### config.mk
export PLATFORM = sky130hd
export DESIGN_NAME = ddr2_cmd_tracker
export DESIGN_NICKNAME = d
export VERILOG_FILES = /design/src/rtl/ddr2_cmd_tracker.sv
export SDC_FILE = /design/constraint.sdc
export NUM_CORES = 1
export LEC_CHECK = 0
export ABC_AREA = 1
export BUFFER_PORTS_ARGS = -buffer_cell sky130_fd_sc_hd__buf_2
export CORE_MARGIN = 5
export CORE_UTILIZATION = 43
export DETAILED_ROUTE_END_ITERATION = 8
export GPL_ROUTABILITY_DRIVEN = 1
export GPL_TIMING_DRIVEN = 0
export HOLD_SLACK_MARGIN = 0.05
export PLACE_DENSITY = 0.76
export RECOVER_POWER = 50
export SYNTH_ARGS = -nofsm -noshare
export SYNTH_HDL_FRONTEND = slang
export SYNTH_SLANG_ARGS = --single-unit
### constraint.sdc
create_clock -name clk -period 3.99 [get_ports clk]
set_input_delay 0.399 -clock clk [delete_from_list [all_inputs] [get_ports clk]]
set_output_delay 0.399 -clock clk [all_outputs]
set_load 0.02 [all_outputs]
### src/rtl/ddr2_cmd_tracker.sv
module ddr2_cmd_tracker #(
  parameter int BA_W   = 3,
  parameter int ADDR_W = 14,
  parameter int CL_MIN = 4,
  parameter int CL_MAX = 6,
  parameter int AL_MAX = 4
) (
  input  logic              clk,
  input  logic              rst_n,
  input  logic              cs_n,
  input  logic              ras_n,
  input  logic              cas_n,
  input  logic              we_n,
  input  logic [BA_W-1:0]   ba,
  input  logic [ADDR_W-1:0] addr,
  output logic [(1<<BA_W)-1:0] bank_open,
  output logic              err,
  output logic              rd_start,
  output logic              wr_start,
  output logic [2:0]        burst_clks,
  output logic [2:0]        cas_lat,
  output logic [2:0]        add_lat,
  output logic              burst_len8,
  output logic              burst_ilv
);
  localparam int NBANK = 1 << BA_W;
  localparam int PW    = CL_MAX + AL_MAX + 1;

  logic [PW-1:0] rd_pipe, wr_pipe;

  wire sel    = !cs_n;
  wire is_act = sel && !ras_n &&  cas_n &&  we_n;
  wire is_rd  = sel &&  ras_n && !cas_n &&  we_n;
  wire is_wr  = sel &&  ras_n && !cas_n && !we_n;
  wire is_pre = sel && !ras_n &&  cas_n && !we_n;
  wire is_mrs = sel && !ras_n && !cas_n && !we_n;

  wire       hit  = bank_open[ba];
  wire       bad  = (is_act && hit) || ((is_rd || is_wr) && !hit);
  wire [3:0] rl   = 4'(cas_lat) + 4'(add_lat);
  wire       go_rd = is_rd && !bad;
  wire       go_wr = is_wr && !bad;

  wire [PW-1:0] rd_new = go_rd ? (PW'(1) << rl)        : '0;
  wire [PW-1:0] wr_new = go_wr ? (PW'(1) << (rl - 4'd1)) : '0;

  wire [2:0] cl_code = addr[6:4];
  wire [2:0] al_code = addr[5:3];
  wire       cl_ok   = (32'(cl_code) >= CL_MIN) && (32'(cl_code) <= CL_MAX);
  wire       al_ok   = 32'(al_code) <= AL_MAX;

  assign rd_start   = rd_pipe[0];
  assign wr_start   = wr_pipe[0];
  assign burst_clks = burst_len8 ? 3'd4 : 3'd2;

  always_ff @(posedge clk) begin
    if (!rst_n) begin
      bank_open  <= '0;
      err        <= 1'b0;
      rd_pipe    <= '0;
      wr_pipe    <= '0;
      cas_lat    <= 3'(CL_MIN);
      add_lat    <= 3'd0;
      burst_len8 <= 1'b0;
      burst_ilv  <= 1'b0;
    end else begin
      err     <= bad;
      rd_pipe <= (rd_pipe >> 1) | rd_new;
      wr_pipe <= (wr_pipe >> 1) | wr_new;
      if (is_act && !bad)
        bank_open[ba] <= 1'b1;
      else if (is_pre && addr[10])
        bank_open <= '0;
      else if (is_pre)
        bank_open[ba] <= 1'b0;
      else if ((go_rd || go_wr) && addr[10])
        bank_open[ba] <= 1'b0;
      if (is_mrs && ba == BA_W'(0)) begin
        if (addr[2:0] == 3'b010) burst_len8 <= 1'b0;
        else if (addr[2:0] == 3'b011) burst_len8 <= 1'b1;
        burst_ilv <= addr[3];
        if (cl_ok) cas_lat <= cl_code;
      end
      if (is_mrs && ba == BA_W'(1) && al_ok)
        add_lat <= al_code;
    end
  end

  p_desel_r2: assert property (@(posedge clk) disable iff (!rst_n)
    cs_n |=> ($stable(bank_open) && !err && $stable(cas_lat) && $stable(add_lat)));

  p_err_keeps_state_r7: assert property (@(posedge clk) disable iff (!rst_n)
    err |-> bank_open == $past(bank_open));

  p_act_opens_r4: assert property (@(posedge clk) disable iff (!rst_n)
    (is_act && !hit) |=> bank_open[$past(ba)]);

  p_pre_all_r5: assert property (@(posedge clk) disable iff (!rst_n)
    (is_pre && addr[10]) |=> bank_open == '0);

  p_cl_range_r10: assert property (@(posedge clk) disable iff (!rst_n)
    (32'(cas_lat) >= CL_MIN) && (32'(cas_lat) <= CL_MAX));

  p_al_range_r11: assert property (@(posedge clk) disable iff (!rst_n)
    32'(add_lat) <= AL_MAX);

  p_strobe_pulse_r8: assert property (@(posedge clk) disable iff (!rst_n)
    (rd_start && !rd_pipe[1]) |=> !rd_start);

  generate
    for (genvar g = 0; g < NBANK; g++) begin : g_bank
      p_closed_stays_r3: assert property (@(posedge clk) disable iff (!rst_n)
        (!bank_open[g] && !(is_act && ba == BA_W'(g))) |=> !bank_open[g]);
    end
  endgenerate
endmodule

==> impl_metrics.json <==
{
  "timing.rr.end": "rd_pipe[5]",
  "fin_area_um2": 2470,
  "rsz0062_at_grt": "no",
  "pre_cts_slack_ns": 2.01,
  "ant_nets": 0,
  "die_h_um": 80.7,
  "overflow": 0,
  "async_flop_share_pct": 0,
  "clock-root-buffer": "clkbuf_8",
  "core_um2": 4790,
  "syn_avg_cell_area_um2": 7.33,
  "io_pins": 45,
  "finalClockSkew_ns": 0.0107,
  "crit_family": "simple AND/OR/NAND/NOR gates",
  "avgViaCountPerCell": 5.05,
  "cts_setup_buffers": 0,
  "ir_drop_v": 0.000170,
  "hold_viol": 0,
  "ys.flop_type": "dfxtp_1",
  "port_buffers": 35,
  "final_cell_mix": "74 x nand2_1, 39 x dfxtp_1, 30 x inv_1, 24 x clkbuf_1, 23 x nand3_1",
  "row_count": 25,
  "mostFrequentLayoutCell": "nand2_1",
  "synthesis.nets": 320,
  "grt_max_degree": 15,
  "cts_inserted_buffers": 5,
  "synth_cell_types": 36,
  "synth_area_leaders": "dfxtp_1 36%, nand2_1 13%, inv_1 5.2%",
  "final_max_slew_viol_count": 0,
  "wl_per_cell_um": 12.2,
  "period_share_pct": 50.0,
  "htreeDepth": 2,
  "cts_resized": 0,
  "finalNetCount": 362,
  "drt-total-wl_um": 4910,
  "p_leak_uw": 0.00111,
  "max_slew_margin_pct": 48.2,
  "setup_violations": 0,
  "yosys_warnings": 0,
  "syn_area_um2": 2150,
  "clock_tree.buffer_depth": 2,
  "r2r_setup_slack_ns": 2.00,
  "clk-insertion-delay-late_ns": 0.30,
  "path_max_fanout": 4,
  "reg2reg_depth": 9,
  "path_class": "flop to flop",
  "clk_pin_slew_ns": 0.09,
  "antenna_found_initial": 0,
  "critPathSlowestCell": "fa_1",
  "holdPathEnd": "burst_len8",
  "holdPathStages": 3,
  "grt_use_total_pct": 16.6,
  "gp_congestion": 0.869,
  "cp.required_ns": 4.24,
  "worst_setup_path_start_kind": "flop",
  "dieArea_um2": 6510,
  "synthDominantCellAreaShare_pct": 36.4,
  "hold_path_class": "input pin to flop",
  "drive_above_1_share_pct": 18.5,
  "area_growth_pct": 15.0,
  "critPathBufInv": 1,
  "cts_tree": "done",
  "tightest_slew_ns": 0.770,
  "drt_iter0_markers": 96,
  "vias": 2036,
  "hold_path_startpoint": "addr[0]",
  "ctsHoldBuffers": 0,
  "fin_crit_ns": 1.99,
  "drc_errors": 0,
  "clock.fmax_mhz": 501,
  "firstDrtPassIters": 4,
  "diodes": 0,
  "hpwlAfterDp_um": 3570,
  "grt_pass1_wl_um": 8560,
  "synth-edff-count": 0,
  "cp-end-kind": "flop",
  "status": "finished clean",
  "setup_slack_ns": 2.00,
  "syn_inst": 293,
  "path_cells": "ha_1 > fa_1 > or2_1 > nand2_1 > inv_2 > nor2_2 > nand3_1 > nor2_1 > o21a_1",
  "drv_cap": 0,
  "placed_area_um2": 2410,
  "pwr_density_cell_nw_per_um2": 323,
  "ys_seq_area_share_pct": 36.4,
  "fp.dieW_um": 80.7,
  "critical_path_arrival_ns": 2.24,
  "synth_top_area_cell": "dfxtp_1",
  "rr_startpoint": "cas_lat[0]",
  "grt_pass1_vias": 1984,
  "initial_core_util_pct": 44.9,
  "startpoint": "cas_lat[0]",
  "synth-seq-cells": 39,
  "critPathMaxStageDelay_ns": 0.39,
  "setup-tns-final_ns": 0,
  "cts_sinks": 39
}
worst register-to-register path, delay by kind of cell (launching register included):
kind	cells	cell delay, ns
buffers and inverters	1	0.06
DFF	1	0.34
adders and majority gates	2	0.63
and+or+nand+nor	5	0.81
AOI/OAI and AO/OA	1	0.11
synthesized netlist by cell type, types with 2 or more instances:
master    count
nor2_2        5
nand3_1      22
inv_2         8
buf_4         3
dfxtp_1      39
inv_1        30
nand3_2       5
clkbuf_1      3
nand4_1      17
buf_2         2
ha_1          3
o21ai_1       3
o21ai_2       9
nand2_1      74
nor2_1       20
buf_6         4
o21ai_0       4
a21oi_1      15
o21a_1       10
worst max-delay path by stage:
stage / depth (start not counted) / end
after global placement: 9 / rd_pipe[5]
after global routing: 9 / rd_pipe[5]
after detailed placement: 9 / rd_pipe[5]
after CTS: 9 / rd_pipe[5]
after floorplan: 9 / rd_pipe[5]
final: 9 / rd_pipe[5]
routing by layer:
layer | share of wire, % | GRT usage [%] | up-vias
met1 | 45 | 21.0 | 913
met3 | 6.2 | 3.59 | 7
met5 | 0 | 0 | -
li1 | - | - | 1047
met4 | 1.5 | 6.93 | 0
met2 | 47 | 27.2 | 69
state kept, by name, indices dropped and copies added (netlist names):
signal and flops:
add_lat 3, bank_open 8, burst_ilv 1, burst_len8 1
cas_lat 3, err 1, rd_pipe 11, wr_pipe 11
kinds of logic after synthesis:
kind of cell    Yosys count  share of synthesized area [%]
fa+ha+maj                 4                           2.68
flops                    39                           36.4
buf+inv                  52                           11.4
simple gates            153                           35.7
compound gates           44                           13.6
other cells               1                          0.175
per-stage QoR:
stage          total power (uW)  hold slack [ns]  util (%)  std cells
2_1_floorplan               446            0.406         -        293
5_1_grt                     829            0.346      51.6        403
4_1_cts                     803            0.327      52.7        403
6_report                    798            0.326      51.6        403
3_3_place_gp                467            0.407      50.3        395
3_5_place_dp                467            0.414      50.3        395
power by group:
part,internal [uW],switching [uW],total (uW)
Clock,188,153,341
Combinational,20.8,44.9,65.7
Sequential,390,0.734,391
Total,599,198,798
cell type report:
| cell class | count | area, um2 |
|---|---|---|
| buffer | 12 | 88.8 |
| sequential | 39 | 781 |
| inverter | 40 | 156 |
| clock inverter | 3 | 46.3 |
| multi-input combinational | 202 | 1100 |
| clock buffer | 5 | 68.8 |
| timing repair buffer | 35 | 149 |
| tap | 67 | 83.8 |
| fill | 462 | 2320 |
Note: power is estimated with default switching activity, not from simulation.
